--- src/rtl/mke_pkg.sv ---
`timescale 1ns/1ps
package mke_pkg;

  localparam int RED_MAX = 9;
  localparam int OW      = $clog2(RED_MAX + 1);

  typedef enum logic [1:0] {
    ST_IDLE = 2'd0,
    ST_RUN  = 2'd1,
    ST_DONE = 2'd2
  } mke_state_e;

  function automatic logic [OW-1:0] red_to_n(input logic [1:0] code);
    logic [OW-1:0] n;
    case (code)
      2'd0:    n = OW'(3);
      2'd1:    n = OW'(5);
      2'd2:    n = OW'(7);
      default: n = OW'(9);
    endcase
    return n;
  endfunction

endpackage

--- src/rtl/mke_copy_sel.sv ---
`timescale 1ns/1ps
module mke_copy_sel
  import mke_pkg::*;
(
  input  logic          clk,
  input  logic          rst_n,
  input  logic          clr,
  input  logic          step,
  input  logic [OW-1:0] n,
  output logic [OW-1:0] copy_idx,
  output logic          grp_end
);

  // step is one strong beat; the group closes on copy N-1
  assign grp_end = step && (copy_idx == n - OW'(1));

  always_ff @(posedge clk or negedge rst_n) begin
    if (!rst_n) begin
      copy_idx <= '0;
    end else if (clr) begin
      copy_idx <= '0;
    end else if (step) begin
      copy_idx <= grp_end ? '0 : copy_idx + OW'(1);
    end
  end

  AST_COPY_IN_RANGE: assert property (@(posedge clk) disable iff (!rst_n)
    copy_idx < n) else $error("copy index out of range");

  AST_WRAP_AFTER_GROUP: assert property (@(posedge clk) disable iff (!rst_n || clr)
    grp_end |=> copy_idx == '0) else $error("copy index did not wrap");

endmodule

--- src/rtl/mke_vote.sv ---
`timescale 1ns/1ps
module mke_vote
  import mke_pkg::*;
(
  input  logic          clk,
  input  logic          rst_n,
  input  logic          clr,
  input  logic          step,
  input  logic          bit_in,
  input  logic          first,
  input  logic          grp_end,
  input  logic [OW-1:0] n,
  input  logic          regen,
  output logic          dec
);

  logic [OW-1:0] ones_q;
  logic          first_q;
  logic [OW:0]   ones_tot;
  logic [OW:0]   thresh;

  assign ones_tot = {1'b0, ones_q} + {{OW{1'b0}}, bit_in};
  assign thresh   = ({1'b0, n} + (OW+1)'(1)) >> 1;
  // N is at least 3, so the closing beat is never copy 0
  assign dec      = regen ? (ones_tot >= thresh) : first_q;

  always_ff @(posedge clk or negedge rst_n) begin
    if (!rst_n) begin
      ones_q  <= '0;
      first_q <= 1'b0;
    end else if (clr) begin
      ones_q  <= '0;
      first_q <= 1'b0;
    end else if (step) begin
      ones_q <= grp_end ? '0 : ones_tot[OW-1:0];
      if (first) first_q <= bit_in;
    end
  end

  AST_ONES_BELOW_N: assert property (@(posedge clk) disable iff (!rst_n)
    ones_q < n) else $error("ones tally reached N");

  AST_TALLY_CLEARS: assert property (@(posedge clk) disable iff (!rst_n || clr)
    grp_end |=> ones_q == '0) else $error("tally kept after group");

endmodule

--- src/rtl/mke_key_encoder.sv ---
`timescale 1ns/1ps
module mke_key_encoder
  import mke_pkg::*;
#(
  parameter int MAX_KEY = 4096,
  localparam int CW     = $clog2(MAX_KEY + 1)
) (
  input  logic          clk,
  input  logic          rst_n,
  input  logic          start,
  input  logic          mode_regen,
  input  logic [1:0]    red_code,
  input  logic [CW-1:0] key_len,
  input  logic          in_valid,
  output logic          in_ready,
  input  logic          in_bit,
  input  logic          in_strong,
  input  logic          in_last,
  output logic          key_valid,
  input  logic          key_ready,
  output logic          key_bit,
  output logic [CW-1:0] key_count,
  output logic          done,
  output logic          err
);

  mke_state_e    state;
  logic          regen_q;
  logic [OW-1:0] n_q;
  logic [CW-1:0] len_q;

  logic          acc;
  logic          step;
  logic          grp_end;
  logic          dec;
  logic [OW-1:0] copy_idx;
  logic [CW-1:0] cnt_nx;
  logic          emit;

  assign in_ready = (state == ST_RUN) && !key_valid;
  assign acc      = in_valid && in_ready && !start;
  assign step     = acc && in_strong;
  assign emit     = grp_end;
  assign cnt_nx   = key_count + CW'(1);
  assign done     = (state == ST_DONE);

  mke_copy_sel u_copy_sel (
    .clk      (clk),
    .rst_n    (rst_n),
    .clr      (start),
    .step     (step),
    .n        (n_q),
    .copy_idx (copy_idx),
    .grp_end  (grp_end)
  );

  mke_vote u_vote (
    .clk     (clk),
    .rst_n   (rst_n),
    .clr     (start),
    .step    (step),
    .bit_in  (in_bit),
    .first   (copy_idx == '0),
    .grp_end (grp_end),
    .n       (n_q),
    .regen   (regen_q),
    .dec     (dec)
  );

  always_ff @(posedge clk or negedge rst_n) begin
    if (!rst_n) begin
      state     <= ST_IDLE;
      regen_q   <= 1'b0;
      n_q       <= OW'(3);
      len_q     <= '0;
      key_valid <= 1'b0;
      key_bit   <= 1'b0;
      key_count <= '0;
      err       <= 1'b0;
    end else if (start) begin
      state     <= (key_len == '0) ? ST_DONE : ST_RUN;
      regen_q   <= mode_regen;
      n_q       <= red_to_n(red_code);
      len_q     <= key_len;
      key_valid <= 1'b0;
      key_count <= '0;
      err       <= 1'b0;
    end else begin
      if (key_valid && key_ready) key_valid <= 1'b0;
      if (acc) begin
        if (emit) begin
          key_valid <= 1'b1;
          key_bit   <= dec;
          key_count <= cnt_nx;
        end
        if (emit && cnt_nx == len_q) begin
          state <= ST_DONE;
        end else if (in_last) begin
          state <= ST_DONE;
          err   <= 1'b1;
        end
      end
    end
  end

  AST_OUT_HELD: assert property (@(posedge clk) disable iff (!rst_n || start)
    key_valid && !key_ready |=> key_valid && $stable(key_bit))
    else $error("key bit dropped under back-pressure");

  AST_NO_TAKE_WHEN_DONE: assert property (@(posedge clk) disable iff (!rst_n)
    done |-> !in_ready) else $error("beat accepted after done");

  AST_COUNT_CAPPED: assert property (@(posedge clk) disable iff (!rst_n)
    key_count <= len_q) else $error("key count past request");

  AST_ERR_IMPLIES_DONE: assert property (@(posedge clk) disable iff (!rst_n)
    err |-> done) else $error("error without done");

  AST_WEAK_INERT: assert property (@(posedge clk) disable iff (!rst_n || start)
    acc && !in_strong |=> $stable(key_count) && $stable(copy_idx))
    else $error("weak beat changed state");

endmodule

--- config.mk ---
export PLATFORM = sky130hd
export DESIGN_NAME = mke_key_encoder
export DESIGN_NICKNAME = d
export VERILOG_FILES = /design/src/rtl/mke_pkg.sv /design/src/rtl/mke_copy_sel.sv /design/src/rtl/mke_vote.sv /design/src/rtl/mke_key_encoder.sv
export SDC_FILE = /design/constraint.sdc
export NUM_CORES = 1
export LEC_CHECK = 0
export BUFFER_PORTS_ARGS = -buffer_cell sky130_fd_sc_hd__buf_4
export CORE_ASPECT_RATIO = 0.7
export CORE_MARGIN = 4
export CORE_UTILIZATION = 35
export CTS_CLUSTER_SIZE = 12
export DETAILED_ROUTE_END_ITERATION = 8
export GPL_ROUTABILITY_DRIVEN = 1
export PLACE_DENSITY = 0.5
export SYNTH_ARGS = -nofsm -noshare
export SYNTH_HDL_FRONTEND = slang
export SYNTH_SLANG_ARGS = --single-unit
--- constraint.sdc ---
create_clock -name clk -period 2.4 [get_ports clk]
set_input_delay 0.12 -clock clk [delete_from_list [all_inputs] [get_ports clk]]
set_output_delay 0.12 -clock clk [all_outputs]
set_load 0.02 [all_outputs]
==> reports/metrics.cfg <==
[run_status]
outcome=complete, no violations

[route]
vias_per_cell=5.02
wl_per_cell_um=15.6
ant_nets=0
routed_wl_mm=6.49
drtPass1Iterations=4
drc=0
initialDrtViolationCount=120
num_vias=2094

[power_and_ir_drop]
power_density_nw_per_um2=490
pwr-share-comb_pct=17.3
sw_frac_of_total_pct=27.5
p_total_uw=1590
clock_power_share_pct=30.7
leakage_uw=0.00144
p_seq_share_pct=52.0
ir_drop_mv=0.211
power.internal_uw=1150
p_switching_uw=438

[timing]
rsz0062_at_grt=false
min_period_ps=2210
timing.final.max_slew_violations=0
tightest_slew_ps=586
skew_ps=5.87
fmax_ghz=0.452
setup_tns_ps=0
finalHoldViolCount=0
fin_ws_ps=188
min_period_over_period_pct=92.2
finalSetupViolations=0
max_slew_margin_pct=60.9

[yosys]
ys_types=49
synth_edf_count=0
ys_seq_area_share_pct=41.8
async_flop_share_pct=100
ys_ff_latch=44
synth_fp_nets=301
ys_warn_count=0
synth_flop_cell=dfrtp_1
synth.avg_cell_area_um2=10.0
syn_area_um2=2640
synthCells=264

[die]
fp.coreArea_um2=7320
die_w_um=112
rows=26
start_util_pct=36.1
die_area_um2=9010
ioPinCount=42
die_y_um=80.6

[cts]
cts_root_buf=clkbuf_8
clkLatencyLatePin_ps=300
cts-root-to-sink-buffers=2
cts.sink_count=44
postCtsSetupBuffers=0
clk_pin_slew_worst_paths_ps=80
h-tree-depth=2
cts_made_buffers=5
cts_tree=yes

[grt]
grt-ovfl-total=0
grt_max_degree=45
grt_pass1_wl_mm=10.7
grt_pass1_vias=1983
antenna_found_initial=0
grt_use_total_pct=15.1

[setup_path]
cp_max_fo=7
start_kind=flop
crit_arrival_ps=2390
cp.required_ps=2580
reg2reg_slack_ps=190
end_kind=flop
r2r_cells=8
worstSetupPathType=flop to flop
rr_startpoint=key_count[0]$_DFFE_PN0P_
timing.rr.end=state[1]$_DFFE_PN0P_

[min_path]
hold_class=input pin to flop
min_delay_worst_endpoint=state[0]$_DFFE_PN0P_
worstHoldStart=in_last
hold_depth=2

[cells_and_area]
diodes=0
instances_no_fill=417
nNetsFinal=355
drive_above_1_share_pct=27.0
area_delta_synth_final_pct=23.1
final_util_pct=44.4

[placed_design]
dpl_worst_slack_ps=2.39
dp.cells=408
gp_congestion=0.836
dp_hpwl_mm=4.94
port-buffer-count=41

[job]
max_cap_violations=0

metal layers:
metal | wire [um] | vias to the layer above | global-route usage [%] | part of all wire [%]
met5 | 0 | - | 0 | 0
met4 | 47 | 0 | 3.52 | 0.72
met3 | 343 | 6 | 3.39 | 5.3
met2 | 2370 | 48 | 19.0 | 37
met1 | 3730 | 987 | 24.9 | 57
li1 | - | 1053 | - | -
cell type report:
class                           instances  area [um^2]
Multi-Input combinational cell        198         1460
Clock buffer                            6         82.6
Clock inverter                          2         10.0
Tap cell                               98          123
Timing Repair Buffer                   57          430
Inverter                               12         45.0
Fill cell                             726         4070
Sequential cell                        44         1100
power by group through the flow:
stage | clock network (uW) | logic [uW] | registers (uW)
after global placement | 0 | 274 | 843
final | 488 | 275 | 828
after floorplan | 0 | 156 | 839
after global routing | 544 | 310 | 836
after detailed placement | 0 | 275 | 844
after CTS | 507 | 280 | 829
sequential cells by signal (all words and copies together), names as in the netlist:
name,cells
key_count,13
len_q,13
u_copy_sel.copy_idx,4
u_vote.ones_q,4
n_q,3
state,2
err,1
key_bit,1
key_valid,1
regen_q,1
u_vote.first_q,1
cells in the mapped netlist, types with 2 or more instances:
cell	n	area [um^2]
nand2_1	14	52.6
buf_1	2	7.51
nand3b_1	2	15.0
and4_1	2	17.5
o31ai_1	3	22.5
o41ai_1	2	17.5
xor2_1	11	96.3
nor2_1	26	97.6
nor2b_1	8	50.1
mux2_2	18	203
nor3_1	8	40.0
inv_1	12	45.0
clkbuf_1	3	11.3
nand2b_1	3	18.8
a22o_1	5	43.8
buf_2	4	20.0
nor4_1	3	18.8
or3_1	2	12.5
dfrtp_1	43	1080
nand4_1	5	31.3
o21ai_0	10	50.1
and3_1	3	18.8
xnor2_1	17	149
ha_1	13	163
a31oi_1	2	12.5
mux2i_1	3	30.0
nand4b_1	3	26.3
nand3_1	11	55.1
a21oi_1	6	30.0
cell usage in the layout (no fill, tap or decap), drive strengths merged, types with 8 or more instances in the layout:
cell | Yosys | final
buf | 7 | 56
dfrtp | 43 | 43
nor2 | 26 | 26
mux2 | 18 | 18
xnor2 | 17 | 17
nand2 | 14 | 14
ha | 13 | 13
inv | 12 | 12
xor2 | 11 | 11
nand3 | 11 | 11
o21ai | 10 | 10
nor3 | 8 | 8
nor2b | 8 | 8
metrics by stage:
step,area (um^2),hold WS [ps]
floorplan,2640,-176
global placement,3130,168
detailed placement,3130,170
CTS,3250,23.0
global route,3250,29.0
finish,3250,31.6
kinds of logic after synthesis:
family                   synth area share [%]
AND/OR/NAND/NOR                          19.4
flip-flops                               41.8
AO/OA/AOI/OAI                            10.9
XOR/XNOR                                 9.29
buffers and inverters                    3.60
multiplexers                             8.82
adder cells (fa/ha/maj)                  6.16
worst max path at each step:
stage,cells after the start,startpoint,to
after floorplan,7,key_count[3]$_DFFE_PN0P_,err$_DFFE_PN0P_
after global placement,7,key_count[0]$_DFFE_PN0P_,err$_DFFE_PN0P_
after detailed placement,7,key_count[0]$_DFFE_PN0P_,err$_DFFE_PN0P_
after CTS,7,key_count[0]$_DFFE_PN0P_,err$_DFFE_PN0P_
after global routing,6,n_q[1]$_DFFE_PN1P_,err$_DFFE_PN0P_
final,8,key_count[0]$_DFFE_PN0P_,state[1]$_DFFE_PN0P_
worst max-delay path, stage by stage (launching register included):
cell and delay [ps]:
dfrtp_1 430, ha_2 270, nand4_1 140, buf_4 180, o31ai_1 300, a211oi_1 120
nor2_1 260, a2111oi_4 70, o41a_1 330
repair_timing:
action,CTS,global route
hold buffers,1,0
hold endpoints to repair,43,0
pin swaps,0,1
resized for setup,1,1
gates cloned,0,0
setup endpoints to repair,1,3
Note: power is estimated with default switching activity, not from simulation.
